### config.mk
export PLATFORM = sky130hd
export DESIGN_NAME = rx_status_fifo
export DESIGN_NICKNAME = d
export VERILOG_FILES = /design/src/rtl/rsf_pkg.sv /design/src/rtl/rsf_storage.sv /design/src/rtl/rsf_occupancy.sv /design/src/rtl/rsf_lock_ctrl.sv /design/src/rtl/rx_status_fifo.sv
export SDC_FILE = /design/constraint.sdc
export NUM_CORES = 1
export LEC_CHECK = 0
export ABC_AREA = 1
export BUFFER_PORTS_ARGS = -buffer_cell sky130_fd_sc_hd__buf_2
export CORE_ASPECT_RATIO = 2
export CORE_MARGIN = 8
export CORE_UTILIZATION = 45
export CTS_BUF_LIST = sky130_fd_sc_hd__clkbuf_4 sky130_fd_sc_hd__clkbuf_8
export DETAILED_ROUTE_END_ITERATION = 8
export GPL_ROUTABILITY_DRIVEN = 1
export GPL_TIMING_DRIVEN = 0
export MAX_ROUTING_LAYER = met4
export PLACE_DENSITY_LB_ADDON = 0.25
export RECOVER_POWER = 50
export SYNTH_ARGS = -nofsm -noshare
export SYNTH_HDL_FRONTEND = slang
export SYNTH_SLANG_ARGS = --single-unit
### constraint.sdc
create_clock -name clk_i -period 3.8 [get_ports clk_i]
set_input_delay 0.57 -clock clk_i [delete_from_list [all_inputs] [get_ports clk_i]]
set_output_delay 0.57 -clock clk_i [all_outputs]
set_load 0.02 [all_outputs]
### src/rtl/rsf_pkg.sv
package rsf_pkg;
  localparam int RES_W  = 3;
  localparam int MODE_W = 2;

  typedef enum logic [MODE_W-1:0] {
    RX_IRQ_OFF       = 2'd0,
    RX_IRQ_FIRST_SPC = 2'd1,
    RX_IRQ_ALL_SPC   = 2'd2,
    RX_IRQ_SPC_ONLY  = 2'd3
  } rx_irq_mode_e;

  typedef struct packed {
    logic             eof;
    logic             crc_err;
    logic [RES_W-1:0] residue;
  } rsf_entry_t;

  localparam int ENTRY_W = $bits(rsf_entry_t);

  function automatic logic mode_locks(input logic [MODE_W-1:0] m);
    return (m == RX_IRQ_FIRST_SPC) || (m == RX_IRQ_SPC_ONLY);
  endfunction
endpackage

### src/rtl/rsf_storage.sv
module rsf_storage
  import rsf_pkg::*;
#(
  parameter int DEPTH = 3
) (
  input  logic       clk_i,
  input  logic       rst_ni,
  input  logic       wr_en_i,
  input  rsf_entry_t wr_data_i,
  input  logic       rd_en_i,
  output rsf_entry_t head_o
);
  localparam int PTR_W = (DEPTH > 1) ? $clog2(DEPTH) : 1;
  localparam logic [PTR_W-1:0] LAST = PTR_W'(DEPTH - 1);

  logic [PTR_W-1:0] wr_ptr_q, rd_ptr_q;
  rsf_entry_t [DEPTH-1:0] slots;

  function automatic logic [PTR_W-1:0] ptr_next(input logic [PTR_W-1:0] p);
    return (p == LAST) ? '0 : p + 1'b1;
  endfunction

  for (genvar g = 0; g < DEPTH; g++) begin : g_slot
    rsf_entry_t ent_q;
    always_ff @(posedge clk_i or negedge rst_ni) begin
      if (!rst_ni) ent_q <= '0;
      else if (wr_en_i && (wr_ptr_q == PTR_W'(g))) ent_q <= wr_data_i;
    end
    assign slots[g] = ent_q;
  end

  always_ff @(posedge clk_i or negedge rst_ni) begin
    if (!rst_ni) begin
      wr_ptr_q <= '0;
      rd_ptr_q <= '0;
    end else begin
      if (wr_en_i) wr_ptr_q <= ptr_next(wr_ptr_q);
      if (rd_en_i) rd_ptr_q <= ptr_next(rd_ptr_q);
    end
  end

  assign head_o = slots[rd_ptr_q];
endmodule

### src/rtl/rsf_occupancy.sv
module rsf_occupancy #(
  parameter int DEPTH = 3
) (
  input  logic clk_i,
  input  logic rst_ni,
  input  logic push_i,
  input  logic pop_req_i,
  input  logic err_reset_i,
  output logic wr_en_o,
  output logic rd_en_o,
  output logic full_o,
  output logic empty_o,
  output logic overrun_o
);
  localparam int CNT_W = $clog2(DEPTH + 1);

  logic [CNT_W-1:0] count_q;
  logic             overrun_q;

  assign full_o  = (count_q == CNT_W'(DEPTH));
  assign empty_o = (count_q == '0);
  assign rd_en_o = pop_req_i & ~empty_o;
  // a pop frees a slot for a push in the same cycle
  assign wr_en_o = push_i & (~full_o | rd_en_o);

  always_ff @(posedge clk_i or negedge rst_ni) begin
    if (!rst_ni) begin
      count_q <= '0;
    end else begin
      unique case ({wr_en_o, rd_en_o})
        2'b10:   count_q <= count_q + 1'b1;
        2'b01:   count_q <= count_q - 1'b1;
        default: count_q <= count_q;
      endcase
    end
  end

  always_ff @(posedge clk_i or negedge rst_ni) begin
    if (!rst_ni) overrun_q <= 1'b0;
    else if (push_i && !wr_en_o) overrun_q <= 1'b1;
    else if (err_reset_i) overrun_q <= 1'b0;
  end

  assign overrun_o = overrun_q;
endmodule

### src/rtl/rsf_lock_ctrl.sv
module rsf_lock_ctrl
  import rsf_pkg::*;
(
  input  logic              clk_i,
  input  logic              rst_ni,
  input  logic              cond_i,
  input  logic [MODE_W-1:0] mode_i,
  input  logic              err_reset_i,
  input  logic              pop_fire_i,
  output logic              locked_o
);
  logic lock_q;
  logic ack_q;  // current eof head already released by error reset
  logic arm;

  assign arm      = cond_i & mode_locks(mode_i) & ~ack_q;
  assign locked_o = lock_q | arm;

  always_ff @(posedge clk_i or negedge rst_ni) begin
    if (!rst_ni) lock_q <= 1'b0;
    else if (err_reset_i) lock_q <= 1'b0;
    else if (arm) lock_q <= 1'b1;
  end

  always_ff @(posedge clk_i or negedge rst_ni) begin
    if (!rst_ni) ack_q <= 1'b0;
    else if (pop_fire_i) ack_q <= 1'b0;
    else if (err_reset_i && cond_i) ack_q <= 1'b1;
  end
endmodule

### src/rtl/rx_status_fifo.sv
module rx_status_fifo
  import rsf_pkg::*;
#(
  parameter int DEPTH = 3
) (
  input  logic             clk_i,
  input  logic             rst_ni,
  input  logic             push_i,
  input  logic             push_eof_i,
  input  logic             push_crc_err_i,
  input  logic [RES_W-1:0] push_residue_i,
  input  logic             pop_i,
  input  logic [1:0]       mode_i,
  input  logic             err_reset_i,
  output logic             head_eof_o,
  output logic             head_crc_err_o,
  output logic [RES_W-1:0] head_residue_o,
  output logic             special_cond_o,
  output logic             locked_o,
  output logic             full_o,
  output logic             empty_o,
  output logic             overrun_o
);
  rsf_entry_t wr_data, head_raw, head;
  logic wr_en, rd_en, pop_req, locked, empty, sc;

  assign wr_data = '{eof: push_eof_i, crc_err: push_crc_err_i, residue: push_residue_i};
  assign pop_req = pop_i & ~locked;

  rsf_occupancy #(.DEPTH(DEPTH)) u_occ (
    .clk_i       (clk_i),
    .rst_ni      (rst_ni),
    .push_i      (push_i),
    .pop_req_i   (pop_req),
    .err_reset_i (err_reset_i),
    .wr_en_o     (wr_en),
    .rd_en_o     (rd_en),
    .full_o      (full_o),
    .empty_o     (empty),
    .overrun_o   (overrun_o)
  );

  rsf_storage #(.DEPTH(DEPTH)) u_store (
    .clk_i     (clk_i),
    .rst_ni    (rst_ni),
    .wr_en_i   (wr_en),
    .wr_data_i (wr_data),
    .rd_en_i   (rd_en),
    .head_o    (head_raw)
  );

  assign head = empty ? '0 : head_raw;
  assign sc   = head.eof;

  rsf_lock_ctrl u_lock (
    .clk_i       (clk_i),
    .rst_ni      (rst_ni),
    .cond_i      (sc),
    .mode_i      (mode_i),
    .err_reset_i (err_reset_i),
    .pop_fire_i  (rd_en),
    .locked_o    (locked)
  );

  assign head_eof_o     = head.eof;
  assign head_crc_err_o = head.crc_err;
  assign head_residue_o = head.residue;
  assign special_cond_o = sc;
  assign locked_o       = locked;
  assign empty_o        = empty;
endmodule

* After elaboration in Yosys (flattened, before gate mapping)
Index checks and enable logic that the tools add are counted.
** Operators by class
- Add/subtract/negate cells :: 4
- Multipliers :: 0
- Div/mod/pow operators :: 0
- $lt $le $gt $ge :: 1
- Equal/unequal tests :: 8
- Shifts and indexed selects :: 0
- Multiplexer cells :: 12
- Bitwise operators :: 11
- Reduce and logical (&&, ||, !) cells :: 13
** Operators by type and width (number)
- 5-bit binary-select mux with 2-bit select :: 1
- 2-bit equality test, second input constant :: 5
- 5-bit 2-to-1 mux :: 2
- 2-bit nonzero test :: 4
- 2-bit by 1-bit adder with 2-bit output, second input constant :: 3
- 2-bit by 1-bit equality test with 1-bit output, second input constant :: 3
- 1-bit 2-to-1 mux :: 6
- 1-bit bitwise AND :: 5
- 1-bit logical AND :: 5
- 2-bit logical NOT :: 2
- 2-bit 2-to-1 mux :: 2
- 1-bit inverter :: 4
- 2-bit case mux with 2 select lines :: 1
- 2-bit by 3-bit < comparator with 1-bit output, second input constant :: 1
- 1-bit bitwise OR :: 2
- 2-bit by 1-bit subtractor with 2-bit output, second input constant :: 1
- 1-bit logical NOT :: 1
- 1-bit logical OR :: 1
** Storage, ports and cells
- Register bits after elaboration :: 24
- Bits in latches :: 0
- Bits in writable memories :: 0
- ROM bits :: 0
- Input bits :: 12
- Output and inout port bits :: 10
- Memories kept :: 0

* Depth between registers and ports, before layout
Gate-level depths: netlist (run 1).
- Word-level depth :: 14
- Depth in mapped cells :: 10
- Mapped depth without buffers :: 9

* By module
Synthesis (run 1) repeated with hierarchy kept, for this count alone.
** Unflattened totals
- Cell total of the unflattened synthesis :: 151
- Area, all modules :: 1256.2 sq um
** By module, submodules not included
- rsf_storage :: instances 1, cells an instance 104, area each 920.9 sq um, seq. area each 475.5 sq um
- rsf_occupancy :: instances 1, cells an instance 25, area each 193.9 sq um, seq. area each 75.1 sq um
- rsf_lock_ctrl :: instances 1, cells an instance 9, area each 88.8 sq um, seq. area each 50.0 sq um
- rx_status_fifo :: instances 1, cells an instance 13, area each 52.6 sq um, seq. area each 0.0 sq um

* Least setup slack after synthesis (run 1)
OpenSTA, ideal clock, no wires.
- Path kind :: register -> output
- Start :: register u_occ.count_q[0]
- End :: output special_cond_o
- Arrival time :: 1.169 ns
- Required time :: 3.230 ns
- Slack :: 2.061 ns
- Stages on the path, launching flop included :: 6
- Buffers on the path :: 1
- Cells stage by stage :: dfrtp_1 nor2_2 inv_2 nand2_1 inv_1 buf_4
** Between the ends
- Longest elaborated chain between the ends :: 2
** Ends and longest elaborated chain
- from (decl) :: line rsf_occupancy.sv:17 : logic [CNT_W-1:0] count_q;
- from (signal assigned) :: line rsf_occupancy.sv:31 : 2'b10: count_q <= count_q + 1'b1;
- from (signal assigned) :: line rsf_occupancy.sv:32 : 2'b01: count_q <= count_q - 1'b1;
- from (signal assigned) :: line rsf_occupancy.sv:33 : default: count_q <= count_q;
- 2-bit logical NOT :: line rsf_occupancy.sv:21 : assign empty_o = (count_q == '0);
- via empty_o :: line rx_status_fifo.sv:21 : output logic empty_o,
- 5-bit 2-to-1 mux :: line rx_status_fifo.sv:52 : assign head = empty ? '0 : head_raw;
- to (decl) :: line rx_status_fifo.sv:18 : output logic special_cond_o,
The timed path passes the listed nets, and every way through them passes these cells.

* Worst setup path after layout (run 1)
- Start :: register u_store.rd_ptr_q[0]
- End :: output locked_o
** Between the ends
- Longest elaborated chain between the ends :: 6
** Ends and longest elaborated chain
- from (decl) :: line rsf_storage.sv:16 : logic [PTR_W-1:0] wr_ptr_q, rd_ptr_q;
- from (signal assigned) :: line rsf_storage.sv:38 : if (rd_en_i) rd_ptr_q <= ptr_next(rd_ptr_q);
- 5-bit binary-select mux with 2-bit select :: line rsf_storage.sv:42 : assign head_o = slots[rd_ptr_q];
- 5-bit 2-to-1 mux (implied by the code) :: line rsf_storage.sv:42
- 5-bit 2-to-1 mux :: line rx_status_fifo.sv:52
- 1-bit bitwise AND (2 in series) :: line rsf_lock_ctrl.sv:16 : assign arm = cond_i & mode_locks(mode_i) & ~ack_q;
- 1-bit bitwise OR :: line rsf_lock_ctrl.sv:17 : assign locked_o = lock_q | arm;
- to (decl) :: line rx_status_fifo.sv:19 : output logic locked_o,
No other way between the ends. The select of a mux whose other input is x is not followed.

==> impl_metrics.toml, run 1 <==
[run_status]
status = "completed"

[clock_tree]
insertion_delay_ns = 0.26
cts_setup_buffers = 0
hold_buffers = 0
cts_tree = "done"
cts_buffers = 3
clock-sinks = 24
clk_pin_slew_ns = 0.08
cts_resized = 0
root_buffer = "clkbuf_8"
ctsHtreeMaxLevel = 1
clockBufferDepth = 2

[worst_setup_path]
crit_buf_inv = 1
worst-setup-path-type = "flop to output pin"
cp-end-kind = "output pin"
path_cells = "nor2_1 -> nand2_1 -> nand3_1 -> nand3_1 -> nand2_1 -> buf_2"
required_ns = 3.23
cp_max_fo = 6
slowest_stage = "dfrtp_1"
arrival_ns = 1.69
cpLargestDelayFamily = "simple AND/OR/NAND/NOR gates"
cp-start-kind = "flop"
max_stage_delay_ns = 0.42

[power_and_ir_drop]
p_total_mw = 1.20
p_leak_nw = 0.794
powerDensity_nw_per_um2 = 860
ir_worst_vdd_mv = 0.438

[route]
vias = 1111
drc = 0
wl_per_cell_microns = 13.9
drtAntennaViolNets = 0
drt_iter0_drc = 28
drt-vias-per-instance = 5.32
wl_microns = 2900
drtPass1Iterations = 6

[place]
dp_hpwl_microns = 2290
routabilityCongestion = 0.823
placement.cell_area_sq_um = 1390
dp_slack_ns = 1.95
dp.cells = 206
port_buffers = 20

[layout]
final_area_sq_um = 1400
layout.nets = 194
antenna_cells = 0
layout-drive-gt1-share_pct = 17.8
final_core_util_pct = 51.7
seq_area_sq_um = 601
final_cells = 209
multiInputGateArea_sq_um = 522
area.growth.synth_to_final_pct = 11.4
fillCellCount = 281

[logic_synthesis]
synth_area_leaders = "dfrtp_1, nand2_1, nand4_1"
synth_enable_flop_cells = 0
syn_area_per_cell_sq_um = 7.99
async_flop_share_pct = 100
ys_warn_count = 0
synth_top_cell_by_area = "dfrtp_1"
ys_ff_latch = 24
syn_inst = 157
synth_nets = 169
synth_cell_type_count = 20
ys_seq_area_share_pct = 47.9
synth_ff_type = "dfrtp_1"
post_synth_instance_area_sq_um = 1250
synth_top_area_share_pct = 47.9

[sta]
hold_slack_ns = 0.463
relSlewSlack_pct = 12.6
fin_crit_sh_pct = 59.5
max_freq_ghz = 0.443
drv_slew = 0
hold_viol = 0
finalSetupViolCount = 0
rsz0062_at_grt = "no"
worst_pin_slew_ns = 1.31
fin_crit_ns = 2.26
finClkSkew_ns = 0.00268
setup_ws_ns = 1.54
finalSetupTns_ns = 0

[grt]
antenna_found_initial = 0
grt_overflow = 0
grt_pass1_wl_microns = 4930
grt_usage_pct = 13.4
grt_start_max_net_pins = 25
grt_pass1_vias = 1074

[floorplan]
core-area_sq_um = 2700
dieHeight_microns = 90.7
fp-row-count = 27
initial_core_util_pct = 46.4
die_w_microns = 53.3
pin_count = 22
die_area_sq_um = 4840

[job]
cap_viol_max_count = 0

[min_path]
hp-class = "input port to flop"
==> final cells by class <==
| cell class | count | area share, % |
|---|---|---|
| Sequential cell | 24 | 43.0 |
| Multi-Input combinational cell | 110 | 37.3 |
| Timing Repair Buffer | 20 | 6.98 |
| Inverter | 18 | 4.92 |
| Clock buffer | 3 | 2.95 |
| Tap cell | 29 | 2.60 |
| Buffer | 5 | 2.24 |
==> flip-flops by register name, summed over array words and instances (netlist names) <==
| signal | count |
|---|---|
| u_occ.count_q | 2 |
| u_lock.lock_q | 1 |
| u_store.g_slot.ent_q | 15 |
| u_lock.ack_q | 1 |
| u_store.rd_ptr_q | 2 |
| u_store.wr_ptr_q | 2 |
| u_occ.overrun_o | 1 |
==> metal layers <==
layer / vias to the layer above / global-route usage, % / part of all wire, %
met2: 31 / 22.2 / 54
met4: 0 / 3.81 / 1.3
met3: 4 / 2.64 / 6.1
li1: 553 / - / -
met1: 523 / 15.4 / 39
met5: - / - / 0
==> power breakdown <==
group | leakage (nW) | internal (mW) | switching [mW]
Sequential | 0.300 | 0.372 | 0.0804
Clock | 0.0216 | 0.0709 | 0.0784
Combinational | 0.473 | 0.199 | 0.401
==> cell usage in the layout (no fill, tap or decap), drive strengths merged <==
master / count
inv: 17
nand3: 15
nand2: 61
dfrtp: 24
o21ai: 3
a21oi: 3
nand4: 16
clkinv: 1
clkbuf: 6
buf: 22
nor2: 12
==> cell usage after synthesis, types with 2 or more instances <==
library cell	instances
nor2_1	10
a21oi_1	3
nand4_1	16
o21ai_1	2
inv_2	2
nand3_1	9
nor2_2	2
inv_1	15
nand3_4	5
dfrtp_1	24
nand2_1	60
==> worst paths after layout <==
| check | from | end | slack, ns | cells after the start |
|---|---|---|---|---|
| setup / recovery | u_store.rd_ptr_q[0]$_DFFE_PN0N_ | locked_o | 1.54 | 6 |
| hold / removal | err_reset_i | u_lock.lock_q$_DFFE_PN0P_ | 0.46 | 2 |
| setup reg to reg | u_store.rd_ptr_q[0]$_DFFE_PN0N_ | u_store.g_slot[0].ent_q[4]$_DFFE_PN0P_ | 1.77 | 9 |
| hold reg to reg | u_store.g_slot[0].ent_q[2]$_DFFE_PN0P_ | u_store.g_slot[0].ent_q[2]$_DFFE_PN0P_ | 0.48 | 2 |
| max in group asynchronous | rst_ni | u_store.g_slot[1].ent_q[0]$_DFFE_PN0P_ | 2.46 | 1 |
| min in group asynchronous | rst_ni | u_store.rd_ptr_q[0]$_DFFE_PN0N_ | 0.57 | 1 |
==> kinds of logic (layout without fill, tap and decap cells) <==
logic type             count (synthesis)  in the layout  synth area share (%)
DFF                                   24             24                  47.9
and+or+nand+nor                      104            104                  41.8
buffers and inverters                 23             46                  7.97
AOI/OAI and AO/OA                      6              6                  2.39
No activity file was read; power rests on OpenSTA's default activity.
==> run 2: changes to the inputs <==
Clock period 3.8 ns to 1.9 ns, I/O delays scaled along.
==> impl_metrics.toml, run 2 (synthesized netlist as in run 1, its figures left out) <==
[sta]
finalSetupViolCount = 0
finClkSkew_ns = 0.00159
rsz0062_at_grt = "no"
worst_pin_slew_ns = 1.31
hold_viol = 0
finalSetupTns_ns = 0
max_freq_ghz = 0.557
fin_crit_ns = 1.80
drv_slew = 0
fin_crit_sh_pct = 94.5
relSlewSlack_pct = 12.4

[power_and_ir_drop]
ir_worst_vdd_mv = 0.887
p_leak_nw = 0.806
powerDensity_nw_per_um2 = 1720

[place]
placement.cell_area_sq_um = 1390
port_buffers = 20
routabilityCongestion = 0.823
dp_hpwl_microns = 2290

[route]
drt_iter0_drc = 35
drtAntennaViolNets = 0
drt-vias-per-instance = 5.40
drc = 0
wl_microns = 2940
wl_per_cell_microns = 14.1
drtPass1Iterations = 6
vias = 1129

[worst_setup_path]
slowest_stage = "dfrtp_1"
r2r_end = "u_store.g_slot[0].ent_q[4]$_DFFE_PN0P_"
cp_max_fo = 6
arrival_ns = 1.51
crit_path_end = "special_cond_o"
r2r-start = "u_store.rd_ptr_q[1]$_DFFE_PN0N_"
rrSetupSlack_ns = 0.23
cp-start-kind = "flop"
path_cells = "nor2_4 -> nand2_1 -> nand3_2 -> nand2_1 -> inv_1 -> buf_4 -> buf_2"
crit_top_cell = "nand2_1"
rr_worst_depth = 10
critPathLaunch = "u_store.rd_ptr_q[1]$_DFFE_PN0N_"
max_stage_delay_ns = 0.47
required_ns = 1.62
cp-end-kind = "output pin"
worst-setup-path-type = "flop to output pin"

[floorplan]
fp-row-count = 27
die_w_microns = 53.3
initial_core_util_pct = 46.4
core-area_sq_um = 2700
die_area_sq_um = 4840
pin_count = 22
dieHeight_microns = 90.7

[clock_tree]
cts_resized = 0
root_buffer = "clkbuf_8"
clockBufferDepth = 2
cts_tree = "done"
cts_setup_buffers = 0
clk_pin_slew_ns = 0.08
clock-sinks = 24
cts_buffers = 3
hold_buffers = 0
insertion_delay_ns = 0.26
ctsHtreeMaxLevel = 1

[layout]
area.growth.synth_to_final_pct = 15.0
final_common_cell = "nand2_1"
layout.nets = 194
layout_common_cells = "nand2_1, dfrtp_1, buf_2"
antenna_cells = 0
largest_reg_flops = 15
final_area_sq_um = 1440
largest-register = "u_store.g_slot.ent_q"
fillCellCount = 283
layout-drive-gt1-share_pct = 20.6

[min_path]
hp-class = "input port to flop"
hp-start = "err_reset_i"

[grt]
grt_overflow = 0
grt_pass1_vias = 1074
antenna_found_initial = 0
grt_pass1_wl_microns = 4930
grt_start_max_net_pins = 25
grt_usage_pct = 13.4

[job]
cap_viol_max_count = 0

[run_status]
status = "completed"
run 2: cell types whose count changed in the layout (fill, tap and decap cells not counted):
cell / change
nor2_4: +2
nand3_4: +2
nand3_1: -3
nor2_1: -2
nand3_2: +1
run 2: layout make-up:
cell class              count  area [sq um]  area share [%]
well taps                  29          36.3            2.52
clock buffers               3          41.3            2.86
flip-flops and latches     24           601            41.6
repair buffers             20          97.6            6.76
plain buffers               5          31.3            2.17
multi-input cells         110           567            39.3
inverters                  18          68.8            4.77
run 2: how the worst min path moves through the flow:
| stage | to | slack, ns | cells past startpoint |
|---|---|---|---|
| floorplan | u_lock.ack_q$_DFFE_PN0P_ | -0.01 | 0 |
| global placement | u_store.rd_ptr_q[0]$_DFFE_PN0N_ | 0.29 | 1 |
| detailed placement | u_store.rd_ptr_q[0]$_DFFE_PN0N_ | 0.30 | 1 |
| CTS | u_store.rd_ptr_q[0]$_DFFE_PN0N_ | 0.02 | 1 |
| global route | u_lock.lock_q$_DFFE_PN0P_ | 0.18 | 2 |
| finish | u_lock.lock_q$_DFFE_PN0P_ | 0.17 | 2 |
run 2: where the power goes:
part           internal [mW]  switching [mW]
logic                  0.427           0.841
clock network          0.142           0.159
registers              0.743           0.176
run 2: per-stage QoR:
| stage | power, mW | std cells | hold WS, ns | util (%) | worst slack (ns) |
|---|---|---|---|---|---|
| 6_report | 2.49 | 209 | 0.174 | 53.4 | 0.105 |
| 5_1_grt | 2.69 | 209 | 0.176 | 53.4 | 0.0113 |
| 4_1_cts | 2.48 | 209 | 0.0179 | 53.0 | 0.0322 |
| 3_5_place_dp | 2.18 | 206 | 0.304 | 51.5 | 0.232 |
| 3_3_place_gp | 2.14 | 206 | 0.294 | 51.5 | 0.265 |
| 2_1_floorplan | 1.82 | 157 | -0.0106 | - | 0.358 |
run 2: critical path: cells and delay by family, from the launching register on:
kind                   cells  cell delay [ns]
and+or+nand+nor            4             0.47
DFF                        1             0.47
buffers and inverters      3             0.30
run 2: metal layers:
| layer | vias to the layer above | GRT usage [%] | share of wire, % |
|---|---|---|---|
| li1 | 555 | - | - |
| met1 | 525 | 15.4 | 37 |
| met2 | 43 | 22.2 | 54 |
| met3 | 6 | 2.64 | 6.9 |
| met4 | 0 | 3.81 | 1.9 |
| met5 | - | - | 0 |
